<file path="config.mk">
export PLATFORM = sky130hd
export DESIGN_NAME = shared_pwm_timer
export DESIGN_NICKNAME = d
export VERILOG_FILES = /design/src/rtl/pwm_timer_pkg.sv /design/src/rtl/pwm_regs.sv /design/src/rtl/pwm_timebase.sv /design/src/rtl/pwm_chan.sv /design/src/rtl/shared_pwm_timer.sv
export SDC_FILE = /design/constraint.sdc
export NUM_CORES = 1
export LEC_CHECK = 0
export BUFFER_PORTS_ARGS = -buffer_cell sky130_fd_sc_hd__buf_2
export CAP_MARGIN = 10
export CORE_UTILIZATION = 60
export CTS_BUF_LIST = sky130_fd_sc_hd__clkbuf_8
export CTS_CLUSTER_DIAMETER = 150
export DETAILED_ROUTE_END_ITERATION = 12
export PLACE_DENSITY = 0.77
export REMOVE_ABC_BUFFERS = 1
export SETUP_SLACK_MARGIN = 0.15
export SLEW_MARGIN = 20
export SYNTH_ARGS = -nofsm -noshare
export SYNTH_HDL_FRONTEND = slang
export SYNTH_SLANG_ARGS = --single-unit
</file>
<file path="constraint.sdc">
create_clock -name clk_i -period 3.6 [get_ports clk_i]
set_input_delay 0.18 -clock clk_i [delete_from_list [all_inputs] [get_ports clk_i]]
set_output_delay 0.18 -clock clk_i [all_outputs]
set_load 0.01 [all_outputs]
</file>
<file path="src/rtl/pwm_timer_pkg.sv">
package pwm_timer_pkg;
  typedef enum logic [1:0] {
    SRC_OFF = 2'd0,
    SRC_SYS = 2'd1,
    SRC_FIX = 2'd2,
    SRC_EXT = 2'd3
  } clk_src_e;

  localparam int A_CTRL   = 0;
  localparam int A_MOD    = 1;
  localparam int A_MASK   = 2;
  localparam int A_POL    = 3;
  localparam int A_GUARD  = 4;
  localparam int A_UNLOCK = 5;
  localparam int CMP_BASE = 8;
endpackage

</file>
<file path="src/rtl/pwm_regs.sv">
module pwm_regs
  import pwm_timer_pkg::*;
#(
  parameter int NUM_CH = 8,
  parameter int CNT_W  = 16,
  parameter int PS_W   = 3,
  parameter int ADDR_W = 4,
  parameter int DATA_W = 32
) (
  input  logic                          clk_i,
  input  logic                          rst_ni,
  input  logic                          we_i,
  input  logic [ADDR_W-1:0]             addr_i,
  input  logic [DATA_W-1:0]             wdata_i,
  output logic [DATA_W-1:0]             rdata_o,
  output clk_src_e                      src_o,
  output logic [PS_W-1:0]               ps_o,
  output logic [CNT_W-1:0]              mod_o,
  output logic [NUM_CH-1:0]             mask_o,
  output logic [NUM_CH-1:0]             pol_o,
  output logic [NUM_CH-1:0][CNT_W-1:0]  cmp_o,
  output logic                          wp_o
);
  localparam int CTRL_W = PS_W + 2;

  logic wr_ok;
  assign wr_ok = we_i && !wp_o;

  always_ff @(posedge clk_i or negedge rst_ni) begin
    if (!rst_ni) begin
      src_o  <= SRC_OFF;
      ps_o   <= '0;
      mod_o  <= '1;
      mask_o <= '1;
      pol_o  <= '0;
      cmp_o  <= '0;
      wp_o   <= 1'b0;
    end else begin
      if (we_i && addr_i == ADDR_W'(A_GUARD) && wdata_i[0]) wp_o <= 1'b1;
      if (we_i && addr_i == ADDR_W'(A_UNLOCK) && wdata_i[0]) wp_o <= 1'b0;
      if (wr_ok) begin
        if (addr_i == ADDR_W'(A_CTRL)) begin
          ps_o  <= wdata_i[PS_W-1:0];
          src_o <= clk_src_e'(wdata_i[PS_W+1:PS_W]);
        end
        if (addr_i == ADDR_W'(A_MOD))  mod_o  <= wdata_i[CNT_W-1:0];
        if (addr_i == ADDR_W'(A_MASK)) mask_o <= wdata_i[NUM_CH-1:0];
        if (addr_i == ADDR_W'(A_POL))  pol_o  <= wdata_i[NUM_CH-1:0];
        for (int i = 0; i < NUM_CH; i++)
          if (addr_i == ADDR_W'(CMP_BASE + i)) cmp_o[i] <= wdata_i[CNT_W-1:0];
      end
    end
  end

  always_comb begin
    rdata_o = '0;
    if (addr_i == ADDR_W'(A_CTRL))   rdata_o[CTRL_W-1:0] = {src_o, ps_o};
    if (addr_i == ADDR_W'(A_MOD))    rdata_o[CNT_W-1:0]  = mod_o;
    if (addr_i == ADDR_W'(A_MASK))   rdata_o[NUM_CH-1:0] = mask_o;
    if (addr_i == ADDR_W'(A_POL))    rdata_o[NUM_CH-1:0] = pol_o;
    if (addr_i == ADDR_W'(A_GUARD))  rdata_o[0] = wp_o;
    if (addr_i == ADDR_W'(A_UNLOCK)) rdata_o[0] = !wp_o;
    for (int i = 0; i < NUM_CH; i++)
      if (addr_i == ADDR_W'(CMP_BASE + i)) rdata_o[CNT_W-1:0] = cmp_o[i];
  end
endmodule

</file>
<file path="src/rtl/pwm_timebase.sv">
module pwm_timebase
  import pwm_timer_pkg::*;
#(
  parameter int CNT_W = 16,
  parameter int PS_W  = 3
) (
  input  logic             clk_i,
  input  logic             rst_ni,
  input  logic             tick_sys_i,
  input  logic             tick_fix_i,
  input  logic             tick_ext_i,
  input  clk_src_e         src_i,
  input  logic [PS_W-1:0]  ps_i,
  input  logic [CNT_W-1:0] mod_i,
  output logic [CNT_W-1:0] cnt_o,
  output logic [CNT_W-1:0] act_mod_o,
  output logic             load_o
);
  localparam int PRE_W = (1 << PS_W) - 1;

  logic             tick;
  logic [PRE_W-1:0] pre_q, pre_lim;
  logic             adv, wrap;

  always_comb begin
    case (src_i)
      SRC_SYS: tick = tick_sys_i;
      SRC_FIX: tick = tick_fix_i;
      SRC_EXT: tick = tick_ext_i;
      default: tick = 1'b0;
    endcase
  end

  assign pre_lim = (PRE_W'(1) << ps_i) - PRE_W'(1);
  assign adv     = tick && (pre_q >= pre_lim);
  assign wrap    = adv && (cnt_o == act_mod_o);
  assign load_o  = (src_i == SRC_OFF) || wrap;

  always_ff @(posedge clk_i or negedge rst_ni) begin
    if (!rst_ni) begin
      pre_q     <= '0;
      cnt_o     <= '0;
      act_mod_o <= '1;
    end else if (src_i == SRC_OFF) begin
      pre_q     <= '0;
      cnt_o     <= '0;
      act_mod_o <= mod_i;
    end else if (tick) begin
      if (adv) begin
        pre_q <= '0;
        if (wrap) begin
          cnt_o     <= '0;
          act_mod_o <= mod_i;
        end else begin
          cnt_o <= cnt_o + CNT_W'(1);
        end
      end else begin
        pre_q <= pre_q + PRE_W'(1);
      end
    end
  end
endmodule

</file>
<file path="src/rtl/pwm_chan.sv">
module pwm_chan #(
  parameter int CNT_W = 16
) (
  input  logic             clk_i,
  input  logic             rst_ni,
  input  logic             load_i,
  input  logic [CNT_W-1:0] cnt_i,
  input  logic [CNT_W-1:0] cmp_i,
  input  logic             mask_i,
  input  logic             pol_i,
  output logic [CNT_W-1:0] act_cmp_o,
  output logic             pwm_o
);
  always_ff @(posedge clk_i or negedge rst_ni) begin
    if (!rst_ni)     act_cmp_o <= '0;
    else if (load_i) act_cmp_o <= cmp_i;
  end

  // masked channels sit at their idle level
  assign pwm_o = mask_i ? pol_i : ((cnt_i < act_cmp_o) ^ pol_i);
endmodule

</file>
<file path="src/rtl/shared_pwm_timer.sv">
module shared_pwm_timer
  import pwm_timer_pkg::*;
#(
  parameter int NUM_CH = 8,
  parameter int CNT_W  = 16,
  parameter int PS_W   = 3,
  parameter int ADDR_W = 4,
  parameter int DATA_W = 32
) (
  input  logic              clk_i,
  input  logic              rst_ni,
  input  logic              tick_sys_i,
  input  logic              tick_fix_i,
  input  logic              tick_ext_i,
  input  logic [ADDR_W-1:0] addr_i,
  input  logic [DATA_W-1:0] wdata_i,
  input  logic              we_i,
  output logic [DATA_W-1:0] rdata_o,
  output logic [NUM_CH-1:0] pwm_o
);
  clk_src_e                     src;
  logic [PS_W-1:0]              ps;
  logic [CNT_W-1:0]             mod_q, cnt, act_mod;
  logic [NUM_CH-1:0]            mask_q, pol_q;
  logic [NUM_CH-1:0][CNT_W-1:0] cmp_q, act_cmp;
  logic                         wp, load;

  pwm_regs #(
    .NUM_CH(NUM_CH), .CNT_W(CNT_W), .PS_W(PS_W), .ADDR_W(ADDR_W), .DATA_W(DATA_W)
  ) u_regs (
    .clk_i, .rst_ni, .we_i, .addr_i, .wdata_i, .rdata_o,
    .src_o(src), .ps_o(ps), .mod_o(mod_q), .mask_o(mask_q), .pol_o(pol_q),
    .cmp_o(cmp_q), .wp_o(wp)
  );

  pwm_timebase #(.CNT_W(CNT_W), .PS_W(PS_W)) u_tb (
    .clk_i, .rst_ni, .tick_sys_i, .tick_fix_i, .tick_ext_i,
    .src_i(src), .ps_i(ps), .mod_i(mod_q),
    .cnt_o(cnt), .act_mod_o(act_mod), .load_o(load)
  );

  for (genvar i = 0; i < NUM_CH; i++) begin : g_ch
    pwm_chan #(.CNT_W(CNT_W)) u_ch (
      .clk_i, .rst_ni, .load_i(load), .cnt_i(cnt), .cmp_i(cmp_q[i]),
      .mask_i(mask_q[i]), .pol_i(pol_q[i]),
      .act_cmp_o(act_cmp[i]), .pwm_o(pwm_o[i])
    );
  end
endmodule

</file>
==> flow_results.org, run 1 <==
** Run status
- The flow ran to the end, and the final reports show no timing, DRC or antenna violations.

** Power
- In this run the power density over the cells is 640 mW/mm2.
- Per report_power, the combinational group accounts for 34.5% of the total.
- For this design the total switching power over the nets is 4.42 mW.
- The internal portion of the total power is 8.47 mW.
- Static Leakage :: 9.91 nW
- Share of power burned in the clock network :: 24.3%
- Worst-case vdd ir drop :: 0.817 mV
- Net switching is 34.3% of the power.
- Part of the total power dissipated in sequential elements :: 41.2%

** Floorplan
- Full die area :: 0.0312 mm2
- Total core area :: 0.0298 mm2
- For this design the top-level I/O count stands at 82.
- Height of the chip :: 177 um
- Num rows :: 63
- Measured along the x axis, the die boundary spans 177 um.
- Initial core utilization :: 61.4%

** Placed design
- Input and output buffers added on the ports amount to 49.
- Placed Instance Area :: 0.0190 mm2
- Detailed placement ended at an HPWL of 33.5 mm.
- Post-placement cell count :: 1977
- Routability-driven placement finished with a final weighted congestion of 0.891.

** Yosys
- Proportion of netlist area held by the largest area contributor :: 40.1%
- Count of flip-flops with a built-in enable after synthesis :: 0
- In the synthesized netlist, mux cells make up 22.1% of the area.
- Total of flip-flops plus latches after synthesis :: 333
- Cell accounting for the most synthesized area :: sky130_fd_sc_hd__dfrtp_1
- Counting distinct cell types in the post-synthesis netlist gives 59.
- Synthesis handed over a netlist of 1568 instances.
- By area, the combinational part of the netlist is dominated by multiplexers.
- Synthesized-area fraction occupied by xor and xnor cells :: 1.20%
- In the synthesized netlist the dominant register cell turns out to be sky130_fd_sc_hd__dfrtp_1.
- After synthesis, the mean cell area works out to 11.7 um2.
- The Yosys step of the flow raised 0 warnings.
- The synthesized netlist devotes 8.82% of its cell area to adder and majority cells.
- Top cells by area, synth :: sky130_fd_sc_hd__dfrtp_1 (40%), sky130_fd_sc_hd__mux2_2 (16%), sky130_fd_sc_hd__ha_1 (8.8%)
- Seq/Total Area, Yosys :: 45.8%
- Share of synthesized registers carrying an async set or reset :: 100%
- Compound-gate portion of the synthesized area :: 9.66%
- Summing the areas of all and, or, nand and nor instances in the mapped netlist gives 6.93% of the synthesized area.
- The cell area that synthesis handed to floorplanning was 0.0183 mm2.

** Min path
- Counting instances, the worst hold path has a depth of 3.
- The startpoint identified for the worst hold timing path is wdata_i[2].
- The path with the worst hold slack has its endpoint at u_regs.cmp_o[66].
- Hold Crit Class :: in2reg

** Routing
- Average wire length per cell after detail routing :: 23.2 um
- Number of design rule violations left after detail routing :: 0
- DRT Wirelength :: 48.3 mm
- The pre-antenna-repair detailed-routing pass consisted of 5 iterations.
- The first routing iteration left 1119 violations.
- Via density :: 6.22
- The routed layout has 13.0k vias.
- Remaining antenna violation count after routing :: 0

** Cells and area
- Fin cells :: 2085
- Ratio of cells with drive above 1 in the final layout :: 31.8%
- The filler cells instantiated in the layout total 2209.
- Final nets :: 1821
- Layout area overhead :: 10.2%
- In the final layout, the multi-input gates occupy 0.00901 mm2.
- Once layout is done, the placed cells without fillers occupy 0.0202 mm2.
- At the end of the flow the core is filled with cells to 67.7%.
- Across the whole layout, storage elements account for 0.00839 mm2.

** Setup path
- Kind of critical path :: reg2out
- In this run the worst path has a maximum fanout of 13.
- At the worst endpoint, the arrival time is 3.23 ns.
- Setup crit start kind :: flip-flop
- Terminus of the critical flop-to-flop path :: g_ch[4].u_ch.act_cmp_o[13]
- The number of cells on the worst reg-to-reg path is 7.
- In this run the register-to-register setup slack is 0.58 ns.
- Category of the worst setup path capture point :: primary output
- The startpoint identified for the worst register-to-register timing path is u_tb.cnt_o[7].
- Required time worst endpoint :: 3.42 ns

** CTS
- TritonCTS built the clock tree.
- Sinks on the clock net :: 333
- In this run the clock root is driven by a sky130_fd_sc_hd__clkbuf_8.
- CTS built an H-tree with a depth of 2.
- The number of clock buffers added by TritonCTS is 54.
- Latest clock arrival within the worst-skew pair :: 0.59 ns
- Clock-pin slew on the worst setup and hold paths :: 0.06 ns
- Counting along the longest clock path gives a buffer depth of 3.
- Post-CTS timing repair inserted 0 buffers for setup.

** Timing
- Setup repair after global routing left no endpoint under its margin.
- The final hold violation count was 0.
- Setup violations remaining at the end of the flow were counted as 0.
- On the final layout, the worst clock skew is 0.0159 ns.
- Highest attainable clock frequency :: 0.293 GHz
- The number of pins exceeding their max-slew limit in the final report is 0.
- The final critical path takes up 94.8% of the cycle.
- The worst pin sits at a relative slew slack of 37.6%.
- Subtracting the final worst setup slack from the clock period gives 3.41 ns.
- For the final routed database, the setup TNS stands at 0 ns.
- Across all hold checks on the routed design, the worst slack comes to 0.0301 ns.
- At the pin with the least slew margin, the transition time is 0.933 ns.

** GRT
- The number of antenna violations at the first check in global routing is 4.
- Vias in the first global route :: 13.4k
- Aggregate global routing overflow :: 0
- Wire length of the first global-routing pass :: 75.6 mm
- GR Util All Layers :: 32.1%
- Largest net degree at the start of global routing :: 110

** Run
- Max-cap viol count :: 0
power groups by stage:
| stage | clock (mW) | combinational (mW) | sequential (mW) |
|---|---|---|---|
| 6_report | 3.13 | 4.45 | 5.32 |
| 4_1_cts | 3.17 | 4.41 | 5.31 |
| 2_1_floorplan | 0 | 3.24 | 5.11 |
| 3_3_place_gp | 0 | 4.22 | 5.32 |
| 5_1_grt | 3.34 | 4.82 | 5.42 |
| 3_5_place_dp | 0 | 4.37 | 5.37 |
worst max path at each step:
stage                         from                        end  depth (start not counted)
global route         u_tb.cnt_o[7]                   pwm_o[4]                          8
floorplan           u_regs.ps_o[2]  g_ch[2].u_ch.act_cmp_o[0]                          8
finish               u_tb.cnt_o[1]                   pwm_o[5]                          7
detailed placement  u_regs.ps_o[2]             u_tb.cnt_o[13]                          8
CTS                  u_tb.cnt_o[2]                   pwm_o[4]                          8
global placement    u_regs.ps_o[2]             u_tb.cnt_o[13]                          8
metal layers:
layer	wire (um)	GRT usage, %	vias up	part of all wire, %
li1	-	-	5783	-
met1	19700	41.8	6466	41
met2	21900	49.5	548	45
met3	4210	7.86	158	8.7
met4	2530	17.0	6	5.2
met5	41	0	-	0.085
cell usage in the layout (no fill, tap or decap), types with 7 or more instances in the layout:
cell,Yosys,layout
sky130_fd_sc_hd__o211a_1,7,7
sky130_fd_sc_hd__dfrtp_1,293,291
sky130_fd_sc_hd__and3_1,16,16
sky130_fd_sc_hd__a31oi_1,25,23
sky130_fd_sc_hd__conb_1,1,16
sky130_fd_sc_hd__dlygate4sd3_1,0,7
sky130_fd_sc_hd__nor2_1,44,43
sky130_fd_sc_hd__mux2i_1,22,22
sky130_fd_sc_hd__a21o_1,27,27
sky130_fd_sc_hd__clkbuf_8,0,65
sky130_fd_sc_hd__a2111o_1,8,8
sky130_fd_sc_hd__buf_4,24,43
sky130_fd_sc_hd__nand2_1,64,64
sky130_fd_sc_hd__nand3_1,39,39
sky130_fd_sc_hd__a211oi_1,9,9
sky130_fd_sc_hd__o21ai_0,80,80
sky130_fd_sc_hd__nor3_1,20,19
sky130_fd_sc_hd__o22ai_1,11,11
sky130_fd_sc_hd__ha_1,129,129
sky130_fd_sc_hd__dfstp_2,40,40
sky130_fd_sc_hd__or3_1,8,8
sky130_fd_sc_hd__a21oi_1,33,33
sky130_fd_sc_hd__clkinv_2,0,7
sky130_fd_sc_hd__a22oi_1,13,13
sky130_fd_sc_hd__mux2_2,254,254
sky130_fd_sc_hd__nand4_1,24,24
sky130_fd_sc_hd__inv_1,130,157
sky130_fd_sc_hd__buf_2,21,47
sky130_fd_sc_hd__o31ai_1,14,14
sky130_fd_sc_hd__nand2b_1,23,23
sky130_fd_sc_hd__mux2_4,58,58
sky130_fd_sc_hd__xnor2_1,23,23
sky130_fd_sc_hd__a221oi_1,8,8
sky130_fd_sc_hd__a22o_1,9,9
final cells by class:
cell class                      instances  share of cell area [%]
Clock inverter                         35                   0.714
Antenna cell                            1                  0.0124
Tap cell                              390                    2.42
Clock buffer                           65                    4.44
Timing Repair Buffer                  103                    3.69
Sequential cell                       333                    41.6
Inverter                              131                    2.44
Multi-Input combinational cell       1027                    44.7
what timing repair did:
item,in CTS,in global routing
setup endpoints to repair,2,4
resized for setup,1,3
hold endpoints to repair,126,0
hold buffers,7,0
state kept, by name, indices dropped and copies added, names as in the netlist:
signal,count
u_regs.mask_o,8
u_regs.wp_o,1
u_tb.act_mod_o,16
u_regs.mod_o,16
u_regs.src_o,2
u_regs.cmp_o,128
u_tb.cnt_o,16
u_tb.pre_q,7
u_regs.pol_o,8
g_ch.u_ch.act_cmp_o,128
u_regs.ps_o,3
cell usage after synthesis, types with 20 or more instances:
| master | number |
|---|---|
| sky130_fd_sc_hd__a21oi_1 | 33 |
| sky130_fd_sc_hd__mux2i_1 | 22 |
| sky130_fd_sc_hd__buf_4 | 24 |
| sky130_fd_sc_hd__nor3_1 | 20 |
| sky130_fd_sc_hd__nand3_1 | 39 |
| sky130_fd_sc_hd__a21o_1 | 27 |
| sky130_fd_sc_hd__nor2_1 | 44 |
| sky130_fd_sc_hd__buf_2 | 21 |
| sky130_fd_sc_hd__a31oi_1 | 25 |
| sky130_fd_sc_hd__mux2_2 | 254 |
| sky130_fd_sc_hd__o21ai_0 | 80 |
| sky130_fd_sc_hd__nand4_1 | 24 |
| sky130_fd_sc_hd__ha_1 | 129 |
| sky130_fd_sc_hd__nand2_1 | 64 |
| sky130_fd_sc_hd__inv_1 | 130 |
| sky130_fd_sc_hd__clkbuf_1 | 35 |
| sky130_fd_sc_hd__nand2b_1 | 23 |
| sky130_fd_sc_hd__xnor2_1 | 23 |
| sky130_fd_sc_hd__dfstp_2 | 40 |
| sky130_fd_sc_hd__dfrtp_1 | 293 |
| sky130_fd_sc_hd__mux2_4 | 58 |
stage by stage:
stage                     power, mW  setup slack (ns)
after detailed placement       9.74             0.469
final                          12.9             0.185
after global routing           13.6             0.142
after global placement         9.54             0.552
after floorplan                8.34             0.120
after CTS                      12.9             0.166
critical path: stages, from the launching register on:
cell                      delay [ns]
sky130_fd_sc_hd__dfrtp_1        0.75
sky130_fd_sc_hd__ha_1           0.34
sky130_fd_sc_hd__a31oi_1        0.43
sky130_fd_sc_hd__o21ai_0        0.30
sky130_fd_sc_hd__a31oi_1        0.37
sky130_fd_sc_hd__o31ai_1        0.17
sky130_fd_sc_hd__xnor2_1        0.15
sky130_fd_sc_hd__buf_2          0.14
cell families after synthesis:
logic type                 Yosys count
AOI/OAI and AO/OA                  267
xor gates and xnor gates            25
adders and majority gates          129
buffers and inverters              223
DFF                                333
muxes                              338
other                                1
and+or+nand+nor                    252
Power figures use the tool's default switching activity.
==> inputs of run 2 (changes only) <==
--- a/config.mk
+++ b/config.mk
@@ -7,6 +7,7 @@
 export LEC_CHECK = 0
 export BUFFER_PORTS_ARGS = -buffer_cell sky130_fd_sc_hd__buf_2
 export CAP_MARGIN = 10
+export CORE_ASPECT_RATIO = 0.8
 export CORE_UTILIZATION = 60
 export CTS_BUF_LIST = sky130_fd_sc_hd__clkbuf_8
 export CTS_CLUSTER_DIAMETER = 150
==> flow_results.org, run 2 (synthesized netlist as in run 1, its figures left out) <==
** CTS
- Clock-pin slew on the worst setup and hold paths :: 0.06 ns
- Library cell used as clock root buffer :: sky130_fd_sc_hd__clkbuf_8
- For the worst-skew pair, the clock arrives at the later sink with an insertion delay of 0.62 ns.
- The clock tree synthesis step divided the H-tree into 2 levels.
- No sink is reached through more buffers than the 3 on the longest clock path.
- For this design, the sink count on the clock tree is 333.
- CTS tree :: done
- TritonCTS Buffers :: 52

** Run
- Max-cap viol count :: 0

** Floorplan
- The die is 197 um wide.
- I/O pin cnt :: 82
- For this configuration, the core starts out at a cell density of 61.8%.
- Num rows :: 56
- Total core area :: 0.0296 mm2
- The floorplan step defined a die boundary enclosing 0.0312 mm2.
- Height of the chip :: 158 um

** GRT
- The first global-routing pass estimated 77.1 mm of wire.
- Number of antenna violations at the first check in global routing :: 1
- Aggregate global routing overflow :: 0
- Global routing used 33.2% of the available tracks.
- Largest net degree at the start of global routing :: 97
- The number of global-route vias before repair came to 13.3k.

** Cells and area
- Largest registers :: g_ch.u_ch.act_cmp_o (128), u_regs.cmp_o (128)
- Final nets :: 1836
- Layout fillers :: 2186
- Of the cells placed in the final design, the portion with a size suffix greater than 1 is 33.1%.
- Area of the multi-input gates :: 0.00905 mm2
- Leaving out fill and tap cells, the most frequent cell in the layout is sky130_fd_sc_hd__dfrtp_1.
- Most frequent cells in the layout :: sky130_fd_sc_hd__dfrtp_1 (289), sky130_fd_sc_hd__mux2_2 (254), sky130_fd_sc_hd__inv_1 (151), sky130_fd_sc_hd__ha_1 (128), sky130_fd_sc_hd__o21ai_0 (79)
- Relative to the synthesized area, the layout overhead comes to 11.5%.
- After routing the design area is 0.0204 mm2.
- Area taken by flip-flops and latches :: 0.00839 mm2

** Setup path
- Data on the critical path arrives at its endpoint at 3.26 ns.
- In this run the critical register-to-register path is launched from u_regs.ps_o[2].
- Kind of critical path :: reg2out
- CP Max Fanout :: 8
- Number of cells traversed by the worst register-to-register path :: 9
- The worst register-to-register path ends at g_ch[2].u_ch.act_cmp_o[9].
- Category of the worst setup path capture point :: primary output
- CP max-delay cell :: sky130_fd_sc_hd__dfrtp_2
- The worst register-to-register path has a setup slack of 0.58 ns.
- Traced cell by cell, the critical path runs through buf_4 -> ha_1 -> a2111o_1 -> a31oi_1 -> o21ai_0 -> a31oi_2 -> o31ai_1 -> xnor2_1 -> buf_2.
- Setup crit start kind :: flip-flop
- Maximum cell stage delay along the critical path :: 0.51 ns
- For the worst setup path, the data required time is 3.42 ns.

** Placed design
- Prior to clock tree synthesis, the placed netlist has a worst setup slack of 0.523 ns.
- Buffers placed on the I/O ports in this run total 49.
- The wire-length estimate of the detail-placed layout is 34.9 mm.
- Placed Instance Area :: 0.0191 mm2
- The congestion estimate from routability-driven global placement came to 0.948.

** Routing
- Via Count :: 13.2k
- Number of design rule violations left after detail routing :: 0
- Remaining antenna violation count after routing :: 0
- The routed design has 50.4 mm of wire.
- Starting DRC count in detailed routing :: 1160
- DRT Pass-1 Iters :: 5
- In the final routed layout, each cell accounts on average for 23.8 um.
- Via density :: 6.24

** Power
- Worst-case vdd ir drop :: 0.438 mV
- Static Leakage :: 10.0 nW
- Dividing total power by cell area gives a power density of 647 mW/mm2.
- Total power for the finished layout comes to 13.2 mW.

** Timing
- Setup violations remaining at the end of the flow were counted as 0.
- Tightest Pin Transition :: 0.911 ns
- After layout, the worst path uses 95.5% of the clock period.
- Between clock sinks in the finished design, the worst skew comes to 0.0338 ns.
- Based on the critical path, the design can be clocked at up to 0.291 GHz.
- Setup slack closes at 0.163 ns.
- Slew Limit Headroom :: 39.0%
- Adding up every negative setup slack in the final design gives 0 ns.
- Setup repair after global routing left no endpoint under its margin.
- Counting I/O delays and the setup requirement, the final critical path takes 3.44 ns.
- The final hold violation count came to 0.
- The number of pins exceeding their max-slew limit in the final report was 0.

** Run status
- The run finished with clean final reports.

** Min path
- Instance count along the most critical hold path :: 2
- Critical hold path startpoint :: wdata_i[5]
- The tightest min-delay check is of the in2reg type.
- Hold-critical path endpoint :: u_regs.cmp_o[101]
## run 2: changes by cell type in the layout (fill, tap and decap cells not counted), sizes merged
cell	change
clkinvlp	-1
buf	+15
clkinv	-1
inv	-5
dlygate4sd3	+2
clkbuf	+5
diode	+1
## run 2: how the worst max path moves through the flow
stage | from | endpoint | depth (start not counted)
final | u_tb.cnt_o[5] | pwm_o[4] | 9
after global routing | u_tb.cnt_o[5] | pwm_o[4] | 9
after CTS | u_tb.cnt_o[5] | pwm_o[0] | 10
after detailed placement | u_regs.ps_o[2] | u_tb.cnt_o[11] | 8
after global placement | u_regs.ps_o[2] | u_tb.cnt_o[11] | 8
after floorplan | u_regs.ps_o[2] | g_ch[2].u_ch.act_cmp_o[0] | 8
## run 2: metal layers
metal	GRT usage [%]	part of all wire, %	up-vias
li1	-	-	5835
met1	45.0	42	6597
met2	52.7	46	653
met3	6.90	9.1	124
met4	12.7	3.4	0
met5	0	0	-
## run 2: worst max-delay path, delay by kind of cell, from the launching register on
kind	cells	cell delay, ns
AO/OA/AOI/OAI	5	1.21
flip-flops	1	0.51
buffers and inverters	2	0.37
adder cells (fa/ha/maj)	1	0.33
XOR/XNOR	1	0.23
## run 2: final cells by class
| type | count | area share (%) |
|---|---|---|
| Multi-Input combinational cell | 1027 | 44.3 |
| Tap cell | 406 | 2.49 |
| Timing Repair Buffer | 120 | 4.35 |
| Clock buffer | 70 | 4.72 |
| Inverter | 131 | 2.41 |
| Clock inverter | 28 | 0.576 |
| Sequential cell | 333 | 41.1 |
| Antenna cell | 2 | 0.0245 |
## run 2: where the power goes
group | internal [mW] | switching, mW
clock | 1.73 | 1.54
combinational | 2.25 | 2.36
sequential | 4.67 | 0.669
## run 2: metrics by stage
stage | util (%) | hold slack [ns] | instances
after floorplan | - | -0.116 | 1491
after global placement | 64.6 | 0.233 | 2002
after detailed placement | 64.6 | 0.231 | 2002
after CTS | 68.6 | 0.0255 | 2109
after global routing | 68.9 | 0.0439 | 2115
final | 68.9 | 0.0643 | 2117
## run 2: what timing repair did
item / CTS / global route
buffers inserted: 0 / 6
hold buffers: 9 / 0
gates resized for setup: 6 / 7
endpoints found under the setup margin: 7 / 7
pin swaps: 0 / 1
hold endpoints to repair: 122 / 0
